--- config.mk ---
export PLATFORM = sky130hd
export DESIGN_NAME = isl_route_dec
export DESIGN_NICKNAME = d
export VERILOG_FILES = /design/src/rtl/isl_dec_pkg.sv /design/src/rtl/isl_addr_taps.sv /design/src/rtl/isl_mode_mux.sv /design/src/rtl/isl_route_dec.sv
export SDC_FILE = /design/constraint.sdc
export NUM_CORES = 1
export LEC_CHECK = 0
export ABC_CLOCK_PERIOD_IN_PS = 900
export BUFFER_PORTS_ARGS = -buffer_cell sky130_fd_sc_hd__buf_2
export CAP_MARGIN = 20
export CELL_PAD_IN_SITES_DETAIL_PLACEMENT = 0
export CELL_PAD_IN_SITES_GLOBAL_PLACEMENT = 1
export CORE_UTILIZATION = 19
export DETAILED_ROUTE_END_ITERATION = 12
export PLACE_DENSITY = 0.75
export RECOVER_POWER = 50
export SLEW_MARGIN = 20
export SYNTH_ARGS = -nofsm -noshare
export SYNTH_HDL_FRONTEND = slang
export SYNTH_SLANG_ARGS = --single-unit
export TNS_END_PERCENT = 50
--- constraint.sdc ---
create_clock -name clk_i -period 0.9 [get_ports clk_i]
set_input_delay 0.135 -clock clk_i [delete_from_list [all_inputs] [get_ports clk_i]]
set_output_delay 0.135 -clock clk_i [all_outputs]
set_load 0.1 [all_outputs]
--- src/rtl/isl_dec_pkg.sv ---
package isl_dec_pkg;
  localparam int ISL_W  = 6;
  localparam int MODE_W = 3;

  typedef enum logic [MODE_W-1:0] {
    MODE_FIELD = 3'd0,
    MODE_PICK  = 3'd1,
    MODE_PAIR  = 3'd2,
    MODE_QUAD  = 3'd3
  } route_mode_e;

  typedef struct packed {
    logic             err;
    logic [ISL_W-1:0] isl;
  } route_res_t;
endpackage

--- src/rtl/isl_addr_taps.sv ---
module isl_addr_taps #(
  parameter int ADDR_W     = 40,
  parameter int ISL_W      = 6,
  parameter int NARROW_IDX = 31
) (
  input  logic [ADDR_W-1:0] addr_i,
  input  logic              wide_i,
  output logic              idx_o,
  output logic [1:0]        low_o,
  output logic [ISL_W-1:0]  field_o
);
  localparam int WIDE_IDX = ADDR_W - 1;

  // taps for each layout; both end at the index position
  logic [ISL_W-1:0] fld_n, fld_w;
  logic [1:0]       low_n, low_w;

  assign fld_n = addr_i[NARROW_IDX -: ISL_W];
  assign fld_w = addr_i[WIDE_IDX -: ISL_W];
  assign low_n = addr_i[NARROW_IDX-1 -: 2];
  assign low_w = addr_i[WIDE_IDX-1 -: 2];

  assign idx_o   = wide_i ? addr_i[WIDE_IDX] : addr_i[NARROW_IDX];
  assign low_o   = wide_i ? low_w : low_n;
  assign field_o = wide_i ? fld_w : fld_n;
endmodule

--- src/rtl/isl_mode_mux.sv ---
module isl_mode_mux
  import isl_dec_pkg::*;
#(
  parameter int TGT_W   = 4,
  parameter int MEM_TGT = 7,
  parameter int CTL_TGT = 14
) (
  input  logic [TGT_W-1:0]  tgt_i,
  input  logic [MODE_W-1:0] mode_i,
  input  logic              idx_i,
  input  logic [1:0]        low_i,
  input  logic [ISL_W-1:0]  field_i,
  input  logic [ISL_W-1:0]  isl_lo_i,
  input  logic [ISL_W-1:0]  isl_hi_i,
  output route_res_t        res_o
);
  logic [ISL_W-1:0] base;
  logic             tgt_bad;

  assign base    = idx_i ? isl_hi_i : isl_lo_i;
  assign tgt_bad = (tgt_i == TGT_W'(MEM_TGT)) || (tgt_i == TGT_W'(CTL_TGT));

  always_comb begin
    res_o = '0;
    case (route_mode_e'(mode_i))
      MODE_FIELD: res_o.isl = field_i;
      MODE_PICK:  res_o.isl = base;
      MODE_PAIR:  res_o.isl = {base[ISL_W-1:1], low_i[1]};
      MODE_QUAD:  res_o.isl = {base[ISL_W-1:2], low_i};
      default:    res_o.err = 1'b1;
    endcase
    if (tgt_bad) res_o.err = 1'b1;
    if (res_o.err) res_o.isl = '0;
  end
endmodule

--- src/rtl/isl_route_dec.sv ---
module isl_route_dec
  import isl_dec_pkg::*;
#(
  parameter int ADDR_W     = 40,
  parameter int TGT_W      = 4,
  parameter int NARROW_IDX = 31,
  parameter int MEM_TGT    = 7,
  parameter int CTL_TGT    = 14
) (
  input  logic              clk_i,
  input  logic              rst_ni,
  input  logic              valid_i,
  input  logic [ADDR_W-1:0] addr_i,
  input  logic [TGT_W-1:0]  tgt_i,
  input  logic [MODE_W-1:0] mode_i,
  input  logic              wide_i,
  input  logic [ISL_W-1:0]  isl_lo_i,
  input  logic [ISL_W-1:0]  isl_hi_i,
  output logic              valid_o,
  output logic              err_o,
  output logic [ISL_W-1:0]  isl_o
);
  logic             idx;
  logic [1:0]       low;
  logic [ISL_W-1:0] field;
  route_res_t       res_d, res_q;

  isl_addr_taps #(
    .ADDR_W(ADDR_W), .ISL_W(ISL_W), .NARROW_IDX(NARROW_IDX)
  ) u_taps (
    .addr_i(addr_i), .wide_i(wide_i),
    .idx_o(idx), .low_o(low), .field_o(field)
  );

  isl_mode_mux #(
    .TGT_W(TGT_W), .MEM_TGT(MEM_TGT), .CTL_TGT(CTL_TGT)
  ) u_mux (
    .tgt_i(tgt_i), .mode_i(mode_i), .idx_i(idx), .low_i(low),
    .field_i(field), .isl_lo_i(isl_lo_i), .isl_hi_i(isl_hi_i),
    .res_o(res_d)
  );

  always_ff @(posedge clk_i or negedge rst_ni) begin
    if (!rst_ni) begin
      valid_o <= 1'b0;
      res_q   <= '0;
    end else begin
      valid_o <= valid_i;
      if (valid_i) res_q <= res_d;
    end
  end

  assign err_o = res_q.err;
  assign isl_o = res_q.isl;
endmodule

==> Yosys cells after proc, flatten, opt, wreduce, memory -nomap -nowiden <==
Index checks and enable logic that the tools add are counted.
{ "totals": {"in_bits": 63, "reg_bits": 8, "elab_cells": 19, "out_inout_bits": 8} }
{ "classes": {"n_eq_ne": 5, "reduce_logical": 3, "mux": 8} }
{ "ops": {"columns": ["cell", "count"], "rows": [
  ["6-bit case mux with 4 select lines", 1],
  ["6-bit two-way mux", 3],
  ["3-bit by 2-bit == test with 1-bit output, second input constant", 2],
  ["4-bit by 3-bit == test with 1-bit output, second input constant", 1],
  ["4-bit == test, second input constant", 1],
  ["4-bit OR reduction", 1],
  ["3-bit by 1-bit == test with 1-bit output, second input constant", 1],
  ["3-bit zero test", 1],
  ["1-bit two-way mux", 3],
  ["2-bit two-way mux", 1],
  ["1-bit logical OR", 1]
]} }

==> Depth between registers and ports, before layout <==
Gate-level depths: netlist of the first run.
{ "logic_depth": {"word_depth": 5, "mapped_depth": 5, "ltp_nobuf": 4} }

==> Modules after synthesis <==
Synthesis of the first run repeated with hierarchy kept, for this count alone.
{ "unflattened": {"hier_cells": 54, "area_unflattened_um2": 665.6} }
{ "by_module_without_submodules": {"columns": ["mod", "cells_per_inst", "area_per_inst_um2", "seq_area_each_um2", "n_inst"], "rows": [
  ["isl_route_dec", 16, 316.6, 200.2, 1],
  ["isl_mode_mux", 28, 225.2, 0.0, 1],
  ["isl_addr_taps", 10, 123.9, 0.0, 1]
]} }

==> Worst setup path after synthesis of the first run <==
Ideal clock, no wire load.
{ "synth_timing": {"kind": "input to register", "startpoint": "input port wide_i", "endpoint": "register res_q, in the netlist isl_o[0]", "path_stages": 5, "setup_time_ps": 123, "path_buffers": 1, "path_slack_ps": -376, "required_ps": 777, "t_arrival_ps": 1153, "path_cell_list": "buf_6 > mux2i_4 > mux2_4 > a32oi_1 > nand2_1"} }
{ "synth_via": {"elab_chain_len": 4, "word_cells_on_any_way": 6, "classes_between": "mux: 6"} }
{ "synth_lines": {"columns": ["element", "line", "source"], "rows": [
  ["from (decl)", "isl_route_dec.sv:16", "input logic wide_i,"],
  ["1-bit two-way mux", "isl_addr_taps.sv:23", "assign idx_o = wide_i ? addr_i[WIDE_IDX] : addr_i[NARROW_IDX];"],
  ["6-bit two-way mux", "isl_mode_mux.sv:20", "assign base = idx_i ? isl_hi_i : isl_lo_i;"],
  ["6-bit case mux with 4 select lines (*)", "isl_mode_mux.sv:25", "case (route_mode_e'(mode_i))"],
  ["6-bit two-way mux (*)", "isl_mode_mux.sv:33", "if (res_o.err) res_o.isl = '0;"],
  ["to (signal assigned)", "isl_route_dec.sv:49", "if (valid_i) res_q <= res_d;"],
  ["to (decl)", "isl_route_dec.sv:26", "route_res_t res_d, res_q;"]
]} }
Every way passes the cells marked *; elsewhere a longest branch is shown, timed or not.
A chain may end at the register's enable or synchronous reset.

==> Worst setup path in the final report of the first run <==
{ "layout_timing": {"startpoint": "register res_q, in the netlist isl_o[1]", "endpoint": "output port isl_o[1]"} }
{ "layout_rtl": {"columns": ["element", "line", "source"], "rows": [
  ["to (decl)", "isl_route_dec.sv:21", "output logic [ISL_W-1:0] isl_o"]
]} }
No word-level cell between the ends.

==> results.md, run 1 <==
* CTS buffer count at 3
* Violations in the final reports: negative setup slack
* EDFF count, synth at 0
* Critical path launch point type: register
* Maximum resistive drop on vdd at 692 uV
* Number of placed I/O pins at 71
* Layout overhead on the synthesized area at 91.1%
* Vertical extent of the die at 55.1 um
* Critical path depth at 1
* Cell area after synthesis at 536 sq um
* Max Buffers Root-to-Sink at 2
* Compound-gate portion of the synthesized area at 18.9%
* Largest clock skew in the final design at 0 ns
* Final Wtd Congestion at 0.715
* Pin count of the biggest net entering global routing at 9
* Worst EP arrival at 0.84 ns
* Worst Slack Setup Final at -0.0799 ns
* Core ar. at 0.00257 sq mm
* Mapped Cells at 52
* Effective utilization at floorplan at 20.9%
* Number of search-and-repair iterations in the first detailed-routing pass at 2
* Fill cell total of the finished layout at 288
* Final hold violation count at 0
* Count of endpoints failing setup in the final report at 13
* Count of antenna diodes in the layout at 0
* Root cell of the clock tree: sky130_fd_sc_hd__clkbuf_4
* Number of vias in the routed layout at 594
* Prevailing post-synth register cell: sky130_fd_sc_hd__dfrtp_1
* Count of maximum capacitance violations at 0
* Antenna Nets Post-Route at 0
* DRC marker count from the first detailed-route iteration at 7
* Clock transition at the registers of the reported paths at 0.06 ns
* Worst setup timing slack at the placement stage at -0.501 ns
* Critical-path cell with the highest stage delay: sky130_fd_sc_hd__dfrtp_2
* Worst skew pair latency at 0.25 ns
* Leading post-synthesis cells by cell area: sky130_fd_sc_hd__dfrtp_1 (37%), sky130_fd_sc_hd__mux2i_1 (17%), sky130_fd_sc_hd__a32o_1 (5.6%)
* WL per Instance at 11.1 um
* Total routed wirelength at 1510 um
* Area share of the leading cell type in the synthesized netlist at 37.4%
* Worst hold path cell count at 1
* Fmax at 1.02 GHz
* Simple-gate share of the synthesized area at 13.1%
* Fin nets at 171
* Kind of end point of the critical path: output port
* Largest stage delay, worst path at 0.42 ns
* Unrepaired setup endpoints after global routing: yes
* Share of synthesized flip-flops with an asynchronous set or reset at 100%
* Overall die area at 0.00303 sq mm
* Hold WC Path Type: input pin to register
* Sum of buffers and inverters on the critical path at 1
* Post-Synth Adder-Cell Area at 0%
* Nets in the synthesized netlist at 115
* Count of placed standard cells including taps at 128
* Synthesized area divided by synthesized cell count at 10.3 sq um
* H-tree depth reported by CTS at 1
* Mux cell area share after synthesis at 23.8%
* Critical R2R Capture: isl_o[0]$_DFFE_PN0P_
* Post-synthesis share of cell area spent on xor and xnor gates at 3.27%
* Total GRT Usage at 11.2%
* Total number of clock tree sinks at 8
* Transition time at the pin with the least slew margin at 0.411 ns
* Worst EP required at 0.76 ns
* Width of the chip at 55.1 um
* Worst slew margin at 72.6%
* First-pass GRT wire length at 2410 um
* Yosys top cell by area: sky130_fd_sc_hd__dfrtp_1
* Count of state elements after synthesis at 8
* Lkg Pwr at 0.000504 uW
* Top delay family on crit path: flip-flops
* Source of the worst hold timing path: valid_i
* Count of pins over their slew limit at 0
* Start-to-end type of the worst setup path: register to output port
* Number of global-route vias before repair at 620
* IO buf count at 42
* Number of antenna violations at the first check in global routing at 0
* Drt drc at 0
* Row count at 18
* TritonCTS clock tree: done
* Remaining global-route overflow at 0
* Largest family of logic cells by synthesized area: multiplexers
* Period utilization at 109%
* Worst R2R Start: isl_o[0]$_DFFE_PN0P_
* Largest driver fanout on the critical path at 2
* Synth Warn # at 0
* Crit path cell chain: buf_12
* Register area share after synthesis at 37.4%
* Worst-case hold path end point: valid_o$_DFF_PN0_
* Final non-filler cell total at 136
* Share of final-layout standard cells stronger than drive strength 1 at 60.4%
* Worst R2R Setup Slack at -0.01 ns
* Per-cell via count in the routed design at 4.37
* Status: finished with violations
* Netlist cell types at 23
* PD cells at 1380 mW/mm^2
* Period minus WS final at 0.980 ns
* Length in cells of the worst reg-to-reg path at 3
[metrics by stage]
stage	total power, uW	utilization [%]	hold slack, ns	cell area [sq um]	setup TNS, ns
floorplan	824	-	-0.161	553	-1.81
finish	1410	39.9	0.0283	1020	-0.828
global route	1480	39.9	0.0127	1020	-1.24
detailed placement	1120	36.6	-0.0152	941	-2.53
CTS	1430	39.8	0.00840	1020	-0.965
global placement	1120	36.6	-0.0186	941	-2.19
[final cells by class]
class	instances	area (sq um)	area share, %
Timing Repair Buffer	53	430	42.1
Multi-Input combinational cell	41	322	31.4
Sequential cell	8	208	20.3
Tap cell	30	37.5	3.67
Clock buffer	3	22.5	2.20
Inverter	1	3.75	0.367
[per-layer routing]
layer / GRT usage, % / wire length [um]
met1: 12.9 / 588
met2: 19.9 / 808
met3: 2.19 / 102
met4: 5.00 / 14
met5: 0 / 0
[timing repair]
item                                    4_1_cts  5_1_grt
gates cloned                                  0        0
resized for setup                             6        1
endpoints found under the hold margin         8        0
hold buffers                                  1        0
buffers inserted                              4        0
endpoints found under the setup margin       14       14
pin swaps                                     7        2
[cell usage in the layout, fill, tap and decap left out, types with 2 or more instances in the layout]
master                     count
sky130_fd_sc_hd__a22o_1        2
sky130_fd_sc_hd__buf_12        8
sky130_fd_sc_hd__nand2_1       8
sky130_fd_sc_hd__buf_2        31
sky130_fd_sc_hd__a32o_1        3
sky130_fd_sc_hd__clkbuf_1      2
sky130_fd_sc_hd__clkbuf_4      3
sky130_fd_sc_hd__dfrtp_2       6
sky130_fd_sc_hd__buf_6         2
sky130_fd_sc_hd__dfrtp_1       2
sky130_fd_sc_hd__nor2_1        4
sky130_fd_sc_hd__buf_4         8
sky130_fd_sc_hd__o21ai_1       2
sky130_fd_sc_hd__mux2i_1       9
[state kept, by name, summed over array words and instances, names as in the netlist]
register / count
valid_o: 1
isl_o: 6
err_o: 1
[cell usage after synthesis, drive strengths merged (2+ instances only)]
library cell and number:
a32o 3, mux2i 10, a22o 2, o21ai 3, nor2 4, dfrtp 8, nand2 8
[kinds of logic (layout without fill, tap and decap cells)]
group / count (synthesis) / after routing
mux: 11 / 11
compound gates: 12 / 12
simple gates: 16 / 16
xor+xnor: 2 / 2
flops: 8 / 8
buf+inv: 3 / 57
[worst max path at each step]
stage / from / end / slack, ns
2_1_floorplan: wide_i / isl_o[0]$_DFFE_PN0P_ / -0.35
3_3_place_gp: wide_i / isl_o[0]$_DFFE_PN0P_ / -0.42
3_5_place_dp: wide_i / isl_o[0]$_DFFE_PN0P_ / -0.50
4_1_cts: isl_o[1]$_DFFE_PN0P_ / isl_o[1] / -0.09
5_1_grt: isl_o[1]$_DFFE_PN0P_ / isl_o[1] / -0.12
6_report: isl_o[1]$_DFFE_PN0P_ / isl_o[1] / -0.08
[power by group]
| group | total, uW | internal, uW | switching, uW |
|---|---|---|---|
| combinational | 711 | 312 | 398 |
| sequential | 438 | 400 | 37.6 |
| clock | 264 | 152 | 112 |
Power figures use the tool's default switching activity.
==> run 2: changes to the inputs <==
--- a/config.mk
+++ b/config.mk
@@ -12,7 +12,7 @@
 export CELL_PAD_IN_SITES_GLOBAL_PLACEMENT = 1
 export CORE_UTILIZATION = 19
 export DETAILED_ROUTE_END_ITERATION = 12
-export PLACE_DENSITY = 0.75
+export PLACE_DENSITY = 0.77
 export RECOVER_POWER = 50
 export SLEW_MARGIN = 20
 export SYNTH_ARGS = -nofsm -noshare
==> run 2 against run 1 <==
Net effect:
- the run still ends with negative setup slack left
- design area up 0.12%
- sequential share of layout area is essentially flat
- clock skew unchanged
- clock power is 2% lower
- die area unchanged
- critical path depth grew 5
- largest cell class unchanged
==> results.md, run 2 (synthesis gave the netlist of run 1 again) <==
* Number of global-route vias before repair at 625 (+0.81%)
* Worst skew pair latency at 0.24 ns (about the same)
* Number of vias in the routed layout at 588 (-1.0%)
* Area taken by multi-input logic gates at 323 sq um (+0.39%)
* Source of the worst hold timing path: valid_i
* Total routed wirelength at 1500 um (-0.66%)
* CTS buffer count at 3 (unchanged)
* Critical R2R Capture: err_o$_DFFE_PN0P_
* Kind of end point of the critical path: register
* Period utilization at 109% (+0.13 points)
* Count of pins over their slew limit at 0 (unchanged)
* Startpoint of the most critical setup path: wide_i
* Start-to-end type of the worst setup path: input pin to register
* Final cell utilization of the core at 39.9% (+0.049 points)
* Count of maximum capacitance violations at 0 (unchanged)
* PD cells at 1370 mW/mm^2 (-0.42%)
* Total number of clock tree sinks at 8 (unchanged)
* First-pass GRT wire length at 2370 um (-1.7%)
* Row count at 18 (unchanged)
* Worst-case hold path end point: valid_o$_DFF_PN0_
* Hold slack at 0.0379 ns (+0.00960 ns)
* TritonCTS clock tree: done
* Worst hold path cell count at 1 (unchanged)
* Worst Slack Setup Final at -0.0811 ns (-0.00120 ns)
* Count of antenna diodes in the layout at 0 (unchanged)
* Share of final-layout standard cells stronger than drive strength 1 at 61.3% (+0.94 points)
* Violations in the final reports: negative setup slack
* Effective utilization at floorplan at 20.9% (unchanged)
* Unrepaired setup endpoints after global routing: yes
* DRC marker count from the first detailed-route iteration at 7 (unchanged)
* Fmax at 1.02 GHz (-0.12%)
* Width of the chip at 55.1 um (unchanged)
* Number of antenna violations at the first check in global routing at 0 (unchanged)
* Critical path launch point type: input pin
* Status: finished with violations
* Antenna Nets Post-Route at 0 (unchanged)
* Largest driver fanout on the critical path at 4 (+2)
* Placed wire-length estimate at 1300 um
* IO buf count at 42 (unchanged)
* Total GRT Usage at 10.7% (-0.50 points)
* Worst R2R Setup Slack at 0.10 ns (+0.11 ns)
* Overall die area at 0.00303 sq mm (unchanged)
* Final hold violation count at 0 (unchanged)
* Leading cell type in the layout, fill and taps excluded: sky130_fd_sc_hd__buf_2
* Per-cell via count in the routed design at 4.32 (-1.0%)
* Maximum resistive drop on vdd at 669 uV (-3.3%)
* Root cell of the clock tree: sky130_fd_sc_hd__clkbuf_4
* Max FFs per register at 6 (unchanged)
* Length in cells of the worst reg-to-reg path at 3 (unchanged)
* Worst R2R Start: err_o$_DFFE_PN0P_
* Transition time at the pin with the least slew margin at 0.421 ns (+0.0105 ns)
* Lkg Pwr at 0.000500 uW (-0.81%)
* WL per Instance at 11.1 um (-0.66%)
* Number of search-and-repair iterations in the first detailed-routing pass at 4 (+2)
* Worst EP arrival at 1.11 ns (+0.27 ns)
* Total area of sequential cells at 208 sq um (unchanged)
* Number of placed I/O pins at 71 (unchanged)
* Clock transition at the registers of the reported paths at 0.05 ns (about the same)
* Fin nets at 171 (unchanged)
* Worst EP required at 1.03 ns (+0.27 ns)
* Remaining global-route overflow at 0 (unchanged)
* Count of endpoints failing setup in the final report at 13 (unchanged)
* H-tree depth reported by CTS at 1 (unchanged)
* Worst slew margin at 71.9% (-0.70 points)
* Drt drc at 0 (unchanged)
* Period minus WS final at 0.981 ns (+0.00120 ns)
* Max Buffers Root-to-Sink at 2 (unchanged)
* Hold WC Path Type: input pin to register
* Core ar. at 0.00257 sq mm (unchanged)
* Fill cell total of the finished layout at 282 (-2.1%)
* Vertical extent of the die at 55.1 um (unchanged)
* Largest clock skew in the final design at 0 ns (unchanged)
* Leading cell types in the layout, fill and taps excluded: sky130_fd_sc_hd__buf_2 (31), sky130_fd_sc_hd__mux2i_1 (8), sky130_fd_sc_hd__nand2_1 (8), sky130_fd_sc_hd__buf_12 (8), sky130_fd_sc_hd__buf_4 (8)
* Pin count of the biggest net entering global routing at 9 (unchanged)
* Final Wtd Congestion at 0.764 (+7.0%)
* Worst setup timing slack at the placement stage at -0.404 ns (+0.0978 ns)
* Layout overhead on the synthesized area at 91.4%
-- run 2: cell counts in the layout (fill, tap and decap cells not counted) --
Identical to the previous run, type by type.
-- run 2: report_power, final --
group | switching (uW) | leakage, uW | internal (uW)
sequential | 38.4 | 0.0000936 | 400
combinational | 398 | 0.000393 | 312
clock | 108 | 0.0000138 | 152
-- run 2: worst max path at each step --
stage	end	slack, ns	cells past startpoint
finish	isl_o[3]$_DFFE_PN0P_	-0.08	6
global placement	isl_o[3]$_DFFE_PN0P_	-0.36	6
global route	isl_o[3]$_DFFE_PN0P_	-0.11	6
CTS	isl_o[3]$_DFFE_PN0P_	-0.1	6
detailed placement	isl_o[3]$_DFFE_PN0P_	-0.40	6
floorplan	isl_o[0]$_DFFE_PN0P_	-0.35	5
-- run 2: routing by layer --
metal / track usage (%) / routed length [um] / vias up
met5: 0 / 0 / -
met4: 2.50 / 0 / 0
met3: 1.09 / 119 / 0
met2: 18.1 / 704 / 29
met1: 14.6 / 680 / 258
li1: - / - / 301
-- run 2: cell type report --
cell class,count,share of cell area (%)
clock buffer,3,2.20
inverter,1,0.366
multi-input combinational,41,31.5
sequential,8,20.3
tap,30,3.66
timing repair buffer,53,42.0
-- run 2: metrics by stage --
step | instance area [sq um] | TNS (ns) | instances | total power (uW)
2_1_floorplan | 553 | -1.81 | 52 | 824
3_3_place_gp | 963 | -2.02 | 131 | 1130
3_5_place_dp | 963 | -2.14 | 131 | 1130
4_1_cts | 1010 | -0.817 | 135 | 1410
5_1_grt | 1020 | -1.12 | 136 | 1470
6_report | 1020 | -0.727 | 136 | 1410
-- run 2: worst max-delay path, stage by stage --
cell                      delay (ns)
sky130_fd_sc_hd__buf_8          0.08
sky130_fd_sc_hd__mux2i_4        0.26
sky130_fd_sc_hd__buf_6          0.14
sky130_fd_sc_hd__mux2i_1        0.18
sky130_fd_sc_hd__nand2_1        0.06
sky130_fd_sc_hd__a32o_1         0.24
-- run 2: repair_timing --
item,in CTS,in global routing
setup endpoints to repair,13,14
setup buffers,0,1
resized for setup,5,3
hold endpoints to repair,8,0
pin swaps,8,4
cloned,0,0
hold buffers,1,0
